### src/rtl/cam_cfg_pkg.sv
package cam_cfg_pkg;
  localparam int CW      = 16;
  localparam int MODE_LO = 0;
  localparam int STEP_LO = 2;
  localparam int MASK_LO = 4;
  localparam int PART_LO = 6;
  localparam int XL_LO   = 9;
  localparam int FF_LO   = 11;
  localparam int MF_LO   = 13;
  localparam int CMD_BIT = CW - 1;
  localparam logic [CW-1:0] CFG_RST = 16'h0008;
  localparam logic [1:0] FLAG_OFF  = 2'b10;
  localparam logic [1:0] XLATE_ON  = 2'b10;
  localparam logic [1:0] MODE_ENH  = 2'b01;

  typedef enum logic [1:0] {
    STEP_INC  = 2'b00,
    STEP_DEC  = 2'b01,
    STEP_HOLD = 2'b10
  } step_e;

  typedef enum logic [1:0] {
    MSK_NONE = 2'b00,
    MSK_ONE  = 2'b01,
    MSK_TWO  = 2'b10
  } msk_e;

  typedef struct packed {
    logic       enh;
    step_e      step;
    msk_e       mask;
    logic       xlate;
    logic [1:0] cam_segs;
    logic       ram_hi;
    logic       mf_en;
    logic       ff_en;
  } cfg_t;
endpackage

### src/rtl/cfg_bank.sv
module cfg_bank
  import cam_cfg_pkg::*;
#(
  parameter int NBANK = 2,
  localparam int SEL_W = (NBANK > 1) ? $clog2(NBANK) : 1
) (
  input  logic             clk,
  input  logic             rst,
  input  logic             wr_en,
  input  logic [SEL_W-1:0] sel,
  input  logic [CW-1:0]    wdata,
  output logic [CW-1:0]    active,
  output logic             soft_rst_q,
  output logic             cmp_q
);
  logic [CW-1:0] bank_q [NBANK];
  logic reset_cmd;
  logic store_cmd;

  assign reset_cmd = wr_en & ~wdata[CMD_BIT];
  assign store_cmd = wr_en &  wdata[CMD_BIT];

  for (genvar b = 0; b < NBANK; b++) begin : g_bank
    always_ff @(posedge clk) begin
      if (rst || reset_cmd)
        bank_q[b] <= CFG_RST;
      else if (store_cmd && sel == SEL_W'(b))
        bank_q[b] <= {1'b0, wdata[CMD_BIT-1:0]};
    end

    assert_other_bank_kept_R1: assert property (@(posedge clk) disable iff (rst)
      (store_cmd && sel != SEL_W'(b)) |=> $stable(bank_q[b]));
    assert_bank_reset_value_R2: assert property (@(posedge clk) disable iff (rst)
      reset_cmd |=> (bank_q[b] == CFG_RST));
  end

  assign active = bank_q[sel];

  always_ff @(posedge clk) begin
    if (rst) begin
      soft_rst_q <= 1'b0;
      cmp_q      <= 1'b0;
    end else begin
      soft_rst_q <= reset_cmd;
      cmp_q      <= store_cmd;
    end
  end

  assert_rst_one_cycle_R2: assert property (@(posedge clk) disable iff (rst)
    soft_rst_q |=> !soft_rst_q);
  assert_cmp_after_store_R3: assert property (@(posedge clk) disable iff (rst)
    store_cmd |=> cmp_q);
  assert_no_cmp_with_reset_R3: assert property (@(posedge clk) disable iff (rst)
    !(soft_rst_q && cmp_q));
endmodule

### src/rtl/cfg_decode.sv
module cfg_decode
  import cam_cfg_pkg::*;
(
  input  logic [CW-1:0] word,
  output cfg_t          cfg
);
  logic [1:0] mode_f, step_f, mask_f, xl_f, ff_f, mf_f;
  logic [2:0] part_f;

  assign mode_f = word[MODE_LO +: 2];
  assign step_f = word[STEP_LO +: 2];
  assign mask_f = word[MASK_LO +: 2];
  assign part_f = word[PART_LO +: 3];
  assign xl_f   = word[XL_LO   +: 2];
  assign ff_f   = word[FF_LO   +: 2];
  assign mf_f   = word[MF_LO   +: 2];

  always_comb begin
    cfg.enh = (mode_f == MODE_ENH);
    case (step_f)
      2'b00:   cfg.step = STEP_INC;
      2'b01:   cfg.step = STEP_DEC;
      default: cfg.step = STEP_HOLD;
    endcase
    case (mask_f)
      2'b01:   cfg.mask = MSK_ONE;
      2'b10:   cfg.mask = MSK_TWO;
      default: cfg.mask = MSK_NONE;
    endcase
    cfg.xlate    = (xl_f == XLATE_ON);
    cfg.cam_segs = 2'd3 - part_f[1:0];
    cfg.ram_hi   = part_f[2];
    cfg.mf_en    = (mf_f != FLAG_OFF);
    cfg.ff_en    = (ff_f != FLAG_OFF);
  end
endmodule

### src/rtl/flag_gate.sv
module flag_gate (
  input  logic clk,
  input  logic rst,
  input  logic mf_en,
  input  logic ff_en,
  input  logic match_int,
  input  logic match_in,
  input  logic full_int,
  input  logic full_in,
  output logic match_out,
  output logic full_out,
  output logic match_eff,
  output logic full_eff
);
  always_ff @(posedge clk) begin
    if (rst) begin
      match_out <= 1'b0;
      full_out  <= 1'b0;
      match_eff <= 1'b0;
      full_eff  <= 1'b0;
    end else begin
      match_eff <= mf_en & match_int;
      match_out <= match_in | (mf_en & match_int);
      full_eff  <= ~ff_en | full_int;
      full_out  <= ff_en ? (full_in & full_int) : full_in;
    end
  end

  assert_match_bypass_R11: assert property (@(posedge clk) disable iff (rst)
    !mf_en |=> (match_out == $past(match_in)) && !match_eff);
  assert_match_upstream_R11: assert property (@(posedge clk) disable iff (rst)
    match_in |=> match_out);
  assert_full_bypass_R12: assert property (@(posedge clk) disable iff (rst)
    !ff_en |=> (full_out == $past(full_in)) && full_eff);
  assert_full_needs_upstream_R12: assert property (@(posedge clk) disable iff (rst)
    !full_in |=> !full_out);
endmodule

### src/rtl/cam_cfg_reg.sv
module cam_cfg_reg
  import cam_cfg_pkg::*;
#(
  parameter int STAT_W = 16
) (
  input  logic              clk,
  input  logic              rst,
  input  logic              wr_en,
  input  logic              rd_en,
  input  logic              bank_sel,
  input  logic [15:0]       wr_data,
  input  logic [STAT_W-1:0] status_hi,
  input  logic              match_int,
  input  logic              match_in,
  input  logic              full_int,
  input  logic              full_in,
  output logic [STAT_W+15:0] rd_data,
  output logic              enh_mode,
  output logic [1:0]        addr_step,
  output logic [1:0]        mask_sel,
  output logic              xlate_en,
  output logic [1:0]        cam_segs,
  output logic              ram_at_msb,
  output logic              hpm_ops_en,
  output logic              nf_ops_en,
  output logic              page_wr_en,
  output logic              soft_rst,
  output logic              cmp_start,
  output logic              match_out,
  output logic              full_out,
  output logic              match_eff,
  output logic              full_eff
);
  logic [CW-1:0] active_w;
  cfg_t          cfg;

  cfg_bank #(.NBANK(2)) u_bank (
    .clk        (clk),
    .rst        (rst),
    .wr_en      (wr_en),
    .sel        (bank_sel),
    .wdata      (wr_data),
    .active     (active_w),
    .soft_rst_q (soft_rst),
    .cmp_q      (cmp_start)
  );

  cfg_decode u_dec (
    .word (active_w),
    .cfg  (cfg)
  );

  flag_gate u_flags (
    .clk       (clk),
    .rst       (rst),
    .mf_en     (cfg.mf_en),
    .ff_en     (cfg.ff_en),
    .match_int (match_int),
    .match_in  (match_in),
    .full_int  (full_int),
    .full_in   (full_in),
    .match_out (match_out),
    .full_out  (full_out),
    .match_eff (match_eff),
    .full_eff  (full_eff)
  );

  assign enh_mode   = cfg.enh;
  assign addr_step  = cfg.step;
  assign mask_sel   = cfg.mask;
  assign xlate_en   = cfg.xlate;
  assign cam_segs   = cfg.cam_segs;
  assign ram_at_msb = cfg.ram_hi;
  assign hpm_ops_en = cfg.mf_en;
  assign nf_ops_en  = cfg.ff_en;
  assign page_wr_en = cfg.ff_en;

  always_ff @(posedge clk) begin
    if (rst)
      rd_data <= '0;
    else if (rd_en)
      rd_data <= {status_hi, active_w};
  end

  assert_cmd_bit_zero_R4: assert property (@(posedge clk) disable iff (rst)
    !rd_data[15]);
  assert_read_holds_R4: assert property (@(posedge clk) disable iff (rst)
    !rd_en |=> $stable(rd_data));
  assert_status_passed_R4: assert property (@(posedge clk) disable iff (rst)
    rd_en |=> rd_data[STAT_W+15:16] == $past(status_hi));
  assert_step_legal_R7: assert property (@(posedge clk) disable iff (rst)
    addr_step != 2'b11);
endmodule

### config.mk
export PLATFORM = sky130hd
export DESIGN_NAME = cam_cfg_reg
export DESIGN_NICKNAME = d
export VERILOG_FILES = /design/src/rtl/cam_cfg_pkg.sv /design/src/rtl/cfg_bank.sv /design/src/rtl/cfg_decode.sv /design/src/rtl/flag_gate.sv /design/src/rtl/cam_cfg_reg.sv
export SDC_FILE = /design/constraint.sdc
export NUM_CORES = 1
export LEC_CHECK = 0
export BUFFER_PORTS_ARGS = -buffer_cell sky130_fd_sc_hd__buf_2
export CORE_UTILIZATION = 50
export CTS_CLUSTER_SIZE = 30
export DETAILED_ROUTE_END_ITERATION = 6
export GPL_TIMING_DRIVEN = 0
export PLACE_DENSITY = 0.79
export SETUP_SLACK_MARGIN = 0.3
export SKIP_LAST_GASP = 1
export SYNTH_ARGS = -nofsm -noshare
export SYNTH_HDL_FRONTEND = slang
export SYNTH_SLANG_ARGS = --single-unit
### constraint.sdc
create_clock -name clk -period 3.86 [get_ports clk]
set_input_delay 0.386 -clock clk [delete_from_list [all_inputs] [get_ports clk]]
set_output_delay 0.386 -clock clk [all_outputs]
set_load 0.01 [all_outputs]
# --- Word-level counts from Yosys, hierarchy flattened ---
# Memories as Yosys holds them, arrays and structs flattened.
# Index checks and enable logic that the tools add are counted.
classes:
  n_addsub: 1
  multipliers: 0
  n_div: 0
  n_lt_le_gt_ge: 0
  eq_ne: 7
  n_shift: 0
  muxes: 13
  bitwise_logic: 11
  reduce_logical: 4
op_table:
  columns: ["operator", "n"]
  rows:
  - ["2-to-1 mux 15 bit", 2]
  - ["2-to-1 mux 1 bit", 9]
  - ["one-hot mux 2 bit (2 select lines)", 2]
  - ["== test 2 x 1 -> 1 bit, second input constant", 3]
  - ["bitwise AND 1 bit", 4]
  - ["== test 2 bit, second input constant", 2]
  - ["!= test 2 bit, second input constant", 2]
  - ["OR 1 bit", 4]
  - ["NOT 1 bit", 3]
  - ["logical AND 1 bit", 2]
  - ["logical NOT 2 bit", 1]
  - ["subtractor 2 bit, first input constant", 1]
  - ["logical OR 1 bit", 1]
totals:
  register_bits: 38
  latchBits: 0
  ramBits: 30
  romBits: 0
  out_inout_bits: 50
  memories: 1
memory_table:
  columns: ["name", "depth", "width", "read_ports", "rd_ports_with_merged_regs", "write_ports", "line", "text"]
  rows:
  - ["u_bank.bank_q", 2, 15, 1, 0, 2, "cfg_bank.sv:16", "logic [CW-1:0] bank_q [NBANK];"]

# --- Depth between registers and ports, before layout ---
logic_depth:
  depth_word: 6
  depth_mapped: 5
  depth_no_buf: 3

# --- Hierarchy ---
# A second synthesis with hierarchy kept.
hier_totals:
  hier_cells: 221
  area_unflattened_um2: 2786.4
modules_own_cells:
  columns: ["module", "n_inst", "cells_each", "area_each_um2", "seq_area_each_um2"]
  rows:
  - ["cfg_bank", 1, 94, 1428.9, 940.9]
  - ["cam_cfg_reg", 1, 104, 1171.1, 640.6]
  - ["flag_gate", 1, 12, 121.4, 80.1]
  - ["cfg_decode", 1, 11, 65.1, 0.0]

# --- Least setup slack after synthesis ---
# No wires, ideal clock.
synth_timing:
  path_type: "input port to output port"
  from: "input bank_sel"
  to: "output page_wr_en"
  arrival_time_ns: 1.249
  t_required_ns: 3.474
  slack_ns: 2.225
  stages: 4
  n_path_buf: 2
  cell_sequence: "buf_6 -> or3b_4 -> and2_1 -> buf_4"
synth_between:
  elab_chain_cells: 2
synth_lines:
  columns: ["item", "line", "text"]
  rows:
  - ["from (decl)", "cam_cfg_reg.sv:10", "input logic bank_sel,"]
  - ["memory (2 x 15 bit)", null, null]
  - ["!= test 2 bit", "cfg_decode.sv:34", "cfg.ff_en = (ff_f != FLAG_OFF);"]
  - ["to (decl)", "cam_cfg_reg.sv:26", "output logic page_wr_en,"]
# Every way passes these cells.

# --- Worst setup path in the final report ---
layout_timing:
  from: "memory u_bank.bank_q[0][11] (netlist bit)"
  to: "output page_wr_en"
layout_between:
  elab_chain_cells: 2
layout_lines:
  columns: ["item", "line"]
  rows:
  - ["from (decl)", "cfg_bank.sv:16"]
  - ["memory (2 x 15 bit)", null]
  - ["!= test 2 bit", "cfg_decode.sv:34"]
# Every way passes these cells.

==> flow_summary.ini <==
[worst_setup_path]
worstPathArrival_ps = 1540
path_class = register to output port
path_cells = or3b_4, and2_1, buf_4, buf_2
r2r_setup_slack_ps = 2720
reg2reg_depth = 2
critPathMaxFanout = 3
endpoint_kind = output port
cpPeakStageDelay_ps = 400
slowest_stage = or3b_4
startpoint_type = register
r2r_end = u_flags.full_out$_SDFF_PP0_
required_ps = 3470
r2r_start = u_bank.bank_q[0][11]$_SDFFCE_PN0P_

[sta]
slew_violations = 0
fin_crit_sh_pct = 49.87
max_freq_mhz = 519.4
finalHoldViolations = 0
max-slew-margin-rel_pct = 58.85
setup_viol = 0
min_period_ps = 1925
rsz0062_at_grt = false
skew_ps = 7.811
timing.hold.ws_ps = 292.7
worst_slack_ps = 1935
tightest_slew_ps = 617.2
finalSetupTns_ps = 0

[clock_network]
clock_latency_ps = 330
cts_resized = 0
cts_buffers = 9
clockRootBuffer = clkbuf_8
cts.sinks = 67
hold_buffers = 0
cts_tree = built
cts-htree-levels = 3
clk_pin_slew_ps = 60
clockBufferDepth = 2
cts_setup_buffers = 0

[finish]
final_cell_area_mm2 = 0.003376
final_nets = 367
fill_cells = 445
drive_gt1_share_pct = 34.14
area_growth_pct = 25.26
num_antenna_cells = 0
instances_no_fill = 401

[logic_synthesis]
seq_area_frac_synth_pct = 60.91
synth_compound_area_share_pct = 7.149
netlist_instances = 227
yosys.cell_types.count = 29
synth_flop_cell = dfxtp_1
syn_area_mm2 = 0.002695
postSynthAreaPerCell_um2 = 11.87
synthArstFlopShare_pct = 0
synth-xor-area-share_pct = 0
synthAdderAreaFrac_pct = 0
synth.net_count = 268
yosysWarnings = 0
synth_top_family_by_area = simple AND/OR/NAND/NOR gates
synth-edff-count = 30
synth-seq-cells = 67
synth_mux_area_share_pct = 10.77
yosys.area_share.simple_pct = 16.34

[global_routing]
grt_pass1_vias = 1854
grt_max_degree = 16
grt_pass1_wl_mm = 8.231
grt_use_total_pct = 20.58
antenna_found_initial = 0
grt_overflow_total = 0

[min_path]
min-delay-start = wr_data[15]
worstHoldPathType = input pin to register
min_to = u_bank.soft_rst_q$_SDFF_PP0_
whs_path_depth = 2

[routing]
drt_iter0_drc = 68
drt-wirelength-per-cell_um = 13.57
drtPass1Iterations = 4
vias = 1967
routed_wl_mm = 5.442
drtAntennaViolNets = 0
via_per_inst = 4.905
drc = 0

[pwr]
power.density_mw_per_mm2 = 434.3
p_leak_nw = 1.582
max-vdd-ir-drop_mv = 0.2849

[die]
core_mm2 = 0.005140
start_util_pct = 52.43
die_y_um = 75.42
die_area_mm2 = 0.005687
die_w_um = 75.42
fp-row-count = 26
ios = 91

[place]
place_inst = 385
io_buffer_count = 88
pre_cts_ws_ps = 1997
placed_area_mm2 = 0.003223
gp_congestion = 0.7389
dp_hpwl_mm = 3.931

[job]
maxCapViolCount = 0

[status]
status = completed
## worst max-delay path by stage
stage | cells after the start | from | to
2_1_floorplan | 4 | bank_sel | page_wr_en
3_3_place_gp | 6 | bank_sel | page_wr_en
3_5_place_dp | 6 | bank_sel | page_wr_en
4_1_cts | 4 | u_bank.bank_q[0][11]$_SDFFCE_PN0P_ | page_wr_en
5_1_grt | 4 | u_bank.bank_q[0][11]$_SDFFCE_PN0P_ | page_wr_en
6_report | 4 | u_bank.bank_q[0][11]$_SDFFCE_PN0P_ | page_wr_en
## cell families (layout without fill, tap and decap cells)
group	after synthesis	in the layout
multiplexers	29	29
AO/OA/AOI/OAI	24	24
other	1	1
buffers and inverters	24	128
flip-flops	67	67
AND/OR/NAND/NOR	82	82
## Yosys cell counts, drive strengths merged (2+ instances only)
library cell,instances,area [um^2]
a211oi,13,97.59
a21o,2,15.01
a311oi,3,32.53
a32o,2,20.02
and2,29,181.4
and3b,2,17.52
buf,12,81.32
clkbuf,5,18.77
dfxtp,37,740.7
edfxtp,30,900.9
inv,7,26.28
mux2i,29,290.3
nand2,3,11.26
nand2b,6,37.54
nor2,35,131.4
nor3b,2,15.01
o22ai,2,12.51
## cell type report
type | count | area (um^2) | share of cell area [%]
flip-flops and latches | 67 | 1642 | 48.63
multi-input cells | 136 | 927.1 | 27.46
repair buffers | 88 | 440.4 | 13.05
clock buffers | 12 | 135.1 | 4.003
plain buffers | 17 | 100.1 | 2.965
well taps | 70 | 87.58 | 2.595
inverters | 7 | 26.28 | 0.7784
clock inverters | 4 | 17.52 | 0.5189
## cell usage in the layout, fill, tap and decap left out, types with 2 or more instances in the layout
cell type  netlist  final
nor2_1          35     35
clkbuf_8         0      9
buf_6            2      2
nand2b_1         6      6
and2_1          29     29
mux2i_1         29     29
a311oi_1         2      2
buf_4            4      4
a211oi_1        13     13
clkbuf_1         5      8
clkinv_2         0      2
nor3b_1          2      2
edfxtp_1        30     30
clkinv_1         0      2
inv_1            7      7
a32o_1           2      2
nand2_1          3      3
and3b_1          2      2
a21o_1           2      2
o22ai_1          2      2
dfxtp_1         37     37
buf_2            5     93
## metrics by stage
stage                     utilization [%]   power, W
after floorplan                         -  0.0009312
after global placement              62.71   0.001005
after detailed placement            62.71   0.001012
after CTS                           65.68   0.001480
after global routing                65.68   0.001539
final                               65.68   0.001466
## registers in the layout, indices dropped and copies added (netlist names)
name and cells:
rd_data 31, u_bank.bank_q 30, u_bank.cmp_q 1, u_bank.soft_rst_q 1, u_flags.full_eff 1, u_flags.full_out 1, u_flags.match_eff 1, u_flags.match_out 1
## critical path: cells and delay by family, from the launching register on
family,cells,cell delay (ps)
buffers and inverters,2,250
flip-flops,1,390
AND/OR/NAND/NOR,2,580
## layer usage
layer / vias up / wire length, um / GRT usage [%] / part of all wire [%]
met4: 0 / 109 / 12.14 / 2.0
li1: 982 / - / - / -
met2: 78 / 2672 / 34.52 / 49
met3: 9 / 369 / 6.085 / 6.8
met1: 898 / 2291 / 23.36 / 42
met5: - / 0 / 0 / 0
## power by group
| group | leakage, nW | total (W) | switching, W | internal [W] |
|---|---|---|---|---|
| combinational | 0.883 | 0.000182 | 0.0000983 | 0.0000837 |
| clock | 0.0792 | 0.000471 | 0.000244 | 0.000227 |
| sequential | 0.619 | 0.000813 | 0.0000211 | 0.000792 |
| total | 1.58 | 0.00147 | 0.000363 | 0.00110 |
Power figures use the tool's default switching activity.
